## config.mk

```make
export PLATFORM = sky130hd
export DESIGN_NAME = rpn_core
export DESIGN_NICKNAME = d
export VERILOG_FILES = /design/src/rtl/rpn_pkg.sv /design/src/rtl/rpn_ctrl.sv /design/src/rtl/rpn_dpath.sv /design/src/rtl/rpn_core.sv
export SDC_FILE = /design/constraint.sdc
export NUM_CORES = 1
export LEC_CHECK = 0
export BUFFER_PORTS_ARGS = -buffer_cell sky130_fd_sc_hd__buf_2
export CORE_UTILIZATION = 50
export DETAILED_ROUTE_END_ITERATION = 10
export MAX_ROUTING_LAYER = met4
export PLACE_DENSITY = 0.73
export SLEW_MARGIN = 20
export SYNTH_ARGS = -nofsm -noshare
export SYNTH_HDL_FRONTEND = slang
export SYNTH_HIERARCHICAL = 1
export SYNTH_SLANG_ARGS = --single-unit
```

## constraint.sdc

```tcl
create_clock -name clk -period 2.8 [get_ports clk]
set_input_delay 0.28 -clock clk [delete_from_list [all_inputs] [get_ports clk]]
set_output_delay 0.28 -clock clk [all_outputs]
set_load 0.02 [all_outputs]
```

## src/rtl/rpn_pkg.sv

```systemverilog
package rpn_pkg;

  typedef enum logic [1:0] {
    SM_HOLD  = 2'b00,
    SM_PUSH  = 2'b01,
    SM_POP   = 2'b10,
    SM_CLEAR = 2'b11
  } stack_mode_e;

  localparam logic [4:0] KEY_ENTER = 5'h0A;
  localparam logic [4:0] KEY_CLX   = 5'h0B;
  localparam logic [4:0] KEY_ADD   = 5'h0C;
  localparam logic [4:0] KEY_CLR   = 5'h1B;
  localparam logic [4:0] KEY_SUB   = 5'h1C;
  localparam logic [4:0] KEY_LAST_DIGIT = 5'h09;

  typedef struct packed {
    stack_mode_e stackMode;
    logic        digitLoad;
    logic [3:0]  digit;
    logic        khrClear;
    logic        resultLoad;
  } ctl_t;

endpackage

```

## src/rtl/rpn_ctrl.sv

```systemverilog
module rpn_ctrl
  import rpn_pkg::*;
(
  input  logic       clk,
  input  logic       rst_n,
  input  logic       keyValid,
  input  logic [4:0] keyCode,
  input  logic       opDone,
  output ctl_t       ctl,
  output logic       opReq,
  output logic [1:0] opSel
);

  typedef enum logic [2:0] {
    ST_IDLE, ST_NUM, ST_ENTER, ST_CAL, ST_WAIT, ST_CLX, ST_CLR
  } state_e;

  state_e     state, stateNext;
  logic [4:0] codeReg;

  always_comb begin
    stateNext = ST_IDLE;
    unique case (state)
      ST_IDLE: begin
        stateNext = ST_IDLE;
        if (keyValid) begin
          if (keyCode <= KEY_LAST_DIGIT)                       stateNext = ST_NUM;
          else if (keyCode == KEY_ENTER)                       stateNext = ST_ENTER;
          else if (keyCode == KEY_ADD || keyCode == KEY_SUB)   stateNext = ST_CAL;
          else if (keyCode == KEY_CLX)                         stateNext = ST_CLX;
          else if (keyCode == KEY_CLR)                         stateNext = ST_CLR;
          else                                                 stateNext = ST_IDLE;
        end
      end
      ST_CAL:  stateNext = ST_WAIT;
      ST_WAIT: stateNext = opDone ? ST_IDLE : ST_WAIT;
      default: stateNext = ST_IDLE;
    endcase
  end

  always_ff @(posedge clk or negedge rst_n) begin
    if (!rst_n) begin
      state   <= ST_IDLE;
      codeReg <= '0;
    end else begin
      state <= stateNext;
      if (state == ST_IDLE && keyValid) codeReg <= keyCode;
    end
  end

  always_comb begin
    ctl            = '0;
    ctl.stackMode  = SM_HOLD;
    ctl.digit      = codeReg[3:0];
    unique case (state)
      ST_NUM:   ctl.digitLoad  = 1'b1;
      ST_ENTER: ctl.stackMode  = SM_PUSH;
      ST_CAL:   ctl.stackMode  = SM_POP;
      ST_WAIT:  ctl.resultLoad = opDone;
      ST_CLX:   ctl.khrClear   = 1'b1;
      ST_CLR:   ctl.stackMode  = SM_CLEAR;
      default:  ;
    endcase
  end

  assign opReq = (state == ST_CAL);
  assign opSel = opReq ? {1'b0, codeReg[4]} : 2'b00;

endmodule

```

## src/rtl/rpn_dpath.sv

```systemverilog
module rpn_dpath
  import rpn_pkg::*;
#(
  parameter int DIGITS = 4,
  parameter int LEVELS = 4,
  localparam int W      = 4 * DIGITS + 1,
  localparam int CNTW   = $clog2(DIGITS + 1),
  localparam int DEPTHW = $clog2(LEVELS + 1)
) (
  input  logic         clk,
  input  logic         rst_n,
  input  ctl_t         ctl,
  input  logic [W-1:0] opResult,
  output logic [W-1:0] khrValue,
  output logic [W-1:0] topLevel,
  output logic         stackOverflow
);

  logic [W-1:0]      khr;
  logic [CNTW-1:0]   digitCount;
  logic              fresh;
  logic [W-1:0]      stackMem [LEVELS];
  logic [DEPTHW-1:0] depth;
  logic              ovf;

  // key register: digit assembly, result load and clear
  always_ff @(posedge clk or negedge rst_n) begin
    if (!rst_n) begin
      khr        <= '0;
      digitCount <= '0;
      fresh      <= 1'b0;
    end else if (ctl.khrClear) begin
      khr        <= '0;
      digitCount <= '0;
      fresh      <= 1'b0;
    end else if (ctl.resultLoad) begin
      khr   <= opResult;
      fresh <= 1'b1;
    end else if (ctl.stackMode == SM_PUSH || ctl.stackMode == SM_POP) begin
      fresh <= 1'b1;
    end else if (ctl.digitLoad) begin
      if (fresh) begin
        khr        <= {{(W-4){1'b0}}, ctl.digit};
        digitCount <= CNTW'(1);
        fresh      <= 1'b0;
      end else if (digitCount < CNTW'(DIGITS)) begin
        for (int i = 0; i < DIGITS; i++)
          if (digitCount == CNTW'(i)) khr[4*i +: 4] <= ctl.digit;
        digitCount <= digitCount + 1'b1;
      end
    end
  end

  // stack levels, index 0 is the shallowest
  for (genvar g = 0; g < LEVELS; g++) begin : g_level
    logic [W-1:0] pushSrc, popSrc;
    if (g == 0) begin : g_top
      assign pushSrc = khr;
    end else begin : g_inner
      assign pushSrc = stackMem[g-1];
    end
    if (g == LEVELS - 1) begin : g_deep
      assign popSrc = '0;
    end else begin : g_upper
      assign popSrc = stackMem[g+1];
    end
    always_ff @(posedge clk or negedge rst_n) begin
      if (!rst_n) stackMem[g] <= '0;
      else begin
        unique case (ctl.stackMode)
          SM_PUSH:  stackMem[g] <= pushSrc;
          SM_POP:   stackMem[g] <= popSrc;
          SM_CLEAR: stackMem[g] <= '0;
          default:  ;
        endcase
      end
    end
  end

  // occupancy and sticky overflow
  always_ff @(posedge clk or negedge rst_n) begin
    if (!rst_n) begin
      depth <= '0;
      ovf   <= 1'b0;
    end else begin
      unique case (ctl.stackMode)
        SM_PUSH: begin
          if (depth == DEPTHW'(LEVELS)) ovf <= 1'b1;
          else depth <= depth + 1'b1;
        end
        SM_POP:   if (depth != '0) depth <= depth - 1'b1;
        SM_CLEAR: begin
          depth <= '0;
          ovf   <= 1'b0;
        end
        default: ;
      endcase
    end
  end

  assign khrValue      = khr;
  assign topLevel      = stackMem[0];
  assign stackOverflow = ovf;

endmodule

```

## src/rtl/rpn_core.sv

```systemverilog
module rpn_core
  import rpn_pkg::*;
#(
  parameter int DIGITS = 4,
  parameter int LEVELS = 4,
  localparam int W = 4 * DIGITS + 1
) (
  input  logic         clk,
  input  logic         rst_n,
  input  logic         keyValid,
  input  logic [4:0]   keyCode,
  input  logic         opDone,
  input  logic [W-1:0] opResult,
  output logic         opReq,
  output logic [1:0]   opSel,
  output logic [W-1:0] opA,
  output logic [W-1:0] opB,
  output logic [W-1:0] khrValue,
  output logic         stackOverflow
);

  ctl_t ctl;

  rpn_ctrl u_ctrl (
    .clk      (clk),
    .rst_n    (rst_n),
    .keyValid (keyValid),
    .keyCode  (keyCode),
    .opDone   (opDone),
    .ctl      (ctl),
    .opReq    (opReq),
    .opSel    (opSel)
  );

  rpn_dpath #(.DIGITS(DIGITS), .LEVELS(LEVELS)) u_dpath (
    .clk           (clk),
    .rst_n         (rst_n),
    .ctl           (ctl),
    .opResult      (opResult),
    .khrValue      (khrValue),
    .topLevel      (opA),
    .stackOverflow (stackOverflow)
  );

  assign opB = khrValue;

endmodule

```

After elaboration in Yosys (flattened, before gate mapping)
Cells that the tools add are included.
{ "totals": {"wordCells": 115, "out_inout_bits": 55, "ff_bits": 101, "input_bits": 26} }
{ "op_classes": {"muxes": 43, "n_eq_ne": 24, "n_lt_le_gt_ge": 2, "reduce_logical": 28, "n_addsub": 3} }
{ "op_table": {"columns": ["cell", "n"], "rows": [
  ["case mux 17 bit (3 select lines)", 3],
  ["two-way mux 17 bit", 4],
  ["two-way mux 3 bit", 15],
  ["case mux 17 bit (2 select lines)", 1],
  ["two-way mux 16 bit", 2],
  ["nonzero test 4 bit", 6],
  ["AND reduction 4 bit", 5],
  ["case mux 3 bit (3 select lines)", 2],
  ["two-way mux 4 bit", 4],
  ["equality test 5 x 4 -> 1 bit (second input constant)", 3],
  ["nonzero test 3 bit", 5],
  ["equality test 3 x 2 -> 1 bit (second input constant)", 4],
  ["equality test 3 bit (second input constant)", 4],
  ["equality test 5 bit (second input constant)", 2],
  ["two-way mux 1 bit", 10],
  ["inequality test 2 bit (second input constant)", 4],
  ["adder 3 x 1 -> 3 bit (second input constant)", 2],
  ["equality test 3 x 1 -> 1 bit (second input constant)", 2],
  ["logical NOT 3 bit", 2],
  ["case mux 2 bit (3 select lines)", 1],
  ["AND reduction 3 bit", 2],
  ["nonzero test 2 bit", 3],
  ["<= comparator 5 x 4 -> 1 bit (second input constant)", 1],
  ["equality test 2 bit (second input constant)", 2],
  ["10 further kinds", 11]
]} }

Depth between registers and ports, before layout
{ "depth": {"depth_word": 8, "depth_mapped": 10} }

Cells and area by module
Netlist, hierarchy kept.
{ "by_module_without_submodules": {"columns": ["mod", "seq_area_each_um2", "area_each_um2", "cells_per_inst", "instances"], "rows": [
  ["rpn_dpath", 2327.2, 4599.4, 508, 1],
  ["rpn_ctrl", 200.2, 483.0, 46, 1],
  ["rpn_core", 0.0, 127.6, 17, 1]
]} }

Least setup slack after synthesis
OpenSTA, ideal clock, no wires.
{ "synth_timing": {"path_type": "reg2reg", "start": "reg u_ctrl.state[0]", "end": "reg u_dpath.khr[15] (netlist: u_dpath/khrValue[15])", "setup_slack_ns": 0.281, "path_stages_with_launch": 11, "t_arrival_ns": 2.393, "required_time_ns": 2.674, "path_cell_list": "dfrtp_1 buf_2 xor2_1 and2_1 clkinv_1 clkbuf_1 ha_1 and2b_1 o21ai_2 and2_1 a311o_1"} }
{ "synth_lines": {"columns": ["item", "line", "rtl"], "rows": [
  ["from (decl)", "rpn_ctrl.sv:18", "state_e state, stateNext;"],
  ["from (signal assigned)", "rpn_ctrl.sv:46", "state <= stateNext;"],
  ["to (signal assigned)", "rpn_dpath.sv:37", "khr <= opResult;"],
  ["to (signal assigned)", "rpn_dpath.sv:43", "khr <= {{(W-4){1'b0}}, ctl.digit};"],
  ["to (signal, indexed assignment)", "rpn_dpath.sv:48", "if (digitCount == CNTW'(i)) khr[4*i +: 4] <= ctl.digit;"],
  ["to (decl)", "rpn_dpath.sv:19", "logic [W-1:0] khr;"]
]} }

==> summary.txt <==
Run status
  – Outcome: complete, no violations

Clocking
  – CTS Root Cell: clkbuf_8
  – Clock transition at path regs: 0.09 ns
  – CTS max path bufs: 2
  – Clk sinks: 101
  – CTS tree: done
  – Clk Latency, worst-skew pair: 0.36 ns
  – Htree depth: 3
  – CTS Buf Count: 9
  – CTS resizes: 0

STA
  – Slew Viols, Final: 0
  – Fin crit period: 2.32 ns
  – Final hold viol count: 0
  – F_max: 0.432 GHz
  – Setup violations, final: 0
  – Worst-margin pin slew: 0.692 ns
  – Min Hold Slack: 0.135 ns
  – Period Utilization, post-route: 82.7%
  – Setup TNS: 0 ns
  – Setup Skew: 0.00689 ns
  – RSZ-0062 raised after global routing: false
  – Slew headroom: 53.9%

Global route
  – Vias in the first global route: 3949
  – Congestion Overflow GR: 0
  – All-Layer GR Usage: 23.0%
  – First-pass GRT wire length: 19400 µm
  – Initial antenna violation count: 0
  – Largest net degree at the start of global routing: 75

Worst setup path
  – Critical Path RT: 3.04 ns
  – CP Launch Type: flop
  – Critical path class: flop to flop
  – Crit-path slowest cell: dfrtp_1
  – CP dominant cell by count: ha_1
  – Crit path cell chain: nor2b_1 -> inv_1 -> ha_1 -> xor2_1 -> ha_1 -> a21oi_1 -> xnor2_1 -> mux2i_1 -> o21ai_0
  – Worst-path maximum fanout: 8
  – CP arrival: 2.56 ns
  – Worst path buffer plus inverter count: 1
  – Crit-path leading delay family: flip-flops
  – CP max stage delay: 0.53 ns
  – CP Capture Type: flop

Routing
  – DR iter-0 viols: 208
  – Remaining DRCs: 0
  – Antenna viol nets, final: 0
  – 1st-pass router iterations: 5
  – Vias: 4192
  – WL final: 11600 µm
  – Wire per inst: 15.4 µm
  – Via/cell ratio: 5.59

Yosys
  – Synth Register Bits: 101
  – Ys async rst share: 100%
  – Sequential-to-total area share from yosys stat: 48.5%
  – Number of flops mapped to enable cells by yosys: 0
  – Most frequent cells after synthesis: dfrtp_1 (101), nand2_1 (101), o21ai_0 (74)
  – Distinct cells, synth: 47
  – Syn nets: 608
  – Top FF cell, synth: dfrtp_1
  – Ranking of synthesized cells by area: dfrtp_1 (49%), nand2_1 (7.3%), nor3b_1 (7.2%)
  – Yosys warns: 6
  – Post-synth top area share: 48.5%
  – Mapped Cells: 571
  – Cell taking the most area after synthesis: dfrtp_1
  – Syn_area_per_cell: 9.12 µm²
  – Post-Syn Area: 5210 µm²

Die
  – # IOs: 81
  – Die ar.: 10800 µm²
  – Die width: 104 µm
  – Initial Util: 52.3%
  – Core ar.: 9950 µm²
  – FP Rows: 36
  – DIE HEIGHT: 104 µm

Power and ir drop
  – Pwr Total: 0.00545 W
  – Pleak: 2.71 nW
  – Worst vdd ir: 0.565 mV
  – PwrDens: 938 nW/µm²

Placed design
  – DP HPWL: 8020 µm
  – Placer's final routability congestion estimate: 0.866
  – IO Port Bufs: 79

Finish
  – Filler cells: 857
  – Nets: 650
  – Area Growth Syn to Fin: 11.6%
  – Layout cells sized above 1: 20.1%
  – Inserted Diodes: 0
  – FF/Latch Area: 2530 µm²
  – Multi-input logic area: 2330 µm²

Job
  – Max-capacitance violation count: 0

Min path
  – Tightest Hold Check Type: input port to flop
[per-layer routing]
| layer | wire [µm] | track usage, % | vias up | share of wire (%) |
|---|---|---|---|---|
| met5 | 0 | - | - | 0 |
| met4 | 244 | 9.59 | 0 | 2.1 |
| met3 | 454 | 2.76 | 17 | 3.9 |
| met2 | 5640 | 36.5 | 109 | 49 |
| met1 | 5230 | 30.0 | 2033 | 45 |
| li1 | - | - | 2033 | - |
[metrics by stage]
step	worst slack (ns)	cells	instance area, µm²	util (%)
floorplan	0.281	571	5210	-
global placement	0.562	734	5620	56.5
detailed placement	0.501	734	5620	56.5
CTS	0.470	750	5810	58.4
global route	0.289	750	5810	58.4
finish	0.485	750	5810	58.4
[sequential cells by signal, summed over array words and instances (netlist names)]
register,flops
u_ctrl/codeReg,5
u_ctrl/state,3
u_dpath/depth,3
u_dpath/digitCount,3
u_dpath/fresh,1
u_dpath/g_level.popSrc,51
u_dpath/khrValue,17
u_dpath/stackOverflow,1
u_dpath/topLevel,17
[worst paths after layout]
check | end | slack, ns | startpoint | cells past startpoint
min in group asynchronous | u_dpath/topLevel[6] | 0.52 | rst_n | 2
min reg2reg | u_dpath/g_level[2].popSrc[1] | 0.49 | u_dpath/g_level[2].popSrc[1] | 2
max reg2reg | u_dpath/depth[2] | 0.48 | u_ctrl/state[1] | 9
max | u_dpath/depth[2] | 0.48 | u_ctrl/state[1] | 9
min | u_ctrl/state[0] | 0.14 | keyCode[4] | 2
max in group asynchronous | u_dpath/topLevel[15] | 1.57 | rst_n | 3
[logic make-up (layout without fill, tap and decap cells)]
family,count (synthesis),after routing,share of synthesized area (%)
AND/OR/NAND/NOR,207,207,21.3
buffers and inverters,76,122,7.28
multiplexers,11,11,2.26
AO/OA/AOI/OAI,160,160,17.3
adder cells (fa/ha/maj),11,11,2.64
flip-flops,101,101,48.5
XOR/XNOR,4,4,0.673
other,1,1,0.0720
[what timing repair did]
action | 4_1_cts | 5_1_grt
hold buffers | 1 | 0
buffers inserted | 0 | 0
endpoints found under the hold margin | 53 | 0
[power breakdown]
part           internal [W]  switching (W)  leakage, nW
logic              0.000868        0.00119         1.30
clock network      0.000408       0.000482       0.0854
registers           0.00199       0.000518         1.32
total               0.00326        0.00219         2.71
[placed cells by master (no fill, tap or decap), types with 7 or more instances in the layout]
master,instances
ha_1,9
dfrtp_1,101
inv_1,12
nor3b_1,49
nand2_1,101
buf_2,78
clkbuf_8,9
o211ai_1,7
nor2_1,16
a21oi_1,55
o21ai_0,74
buf_4,10
[area by class of cell]
| class | count | share of cell area, % |
|---|---|---|
| clock buffer | 11 | 2.26 |
| clock inverter | 4 | 0.861 |
| inverter | 14 | 0.904 |
| multi-input combinational | 394 | 40.1 |
| sequential | 101 | 43.5 |
| tap | 133 | 2.86 |
| timing repair buffer | 93 | 9.56 |
No activity file was read; power rests on OpenSTA's default activity.
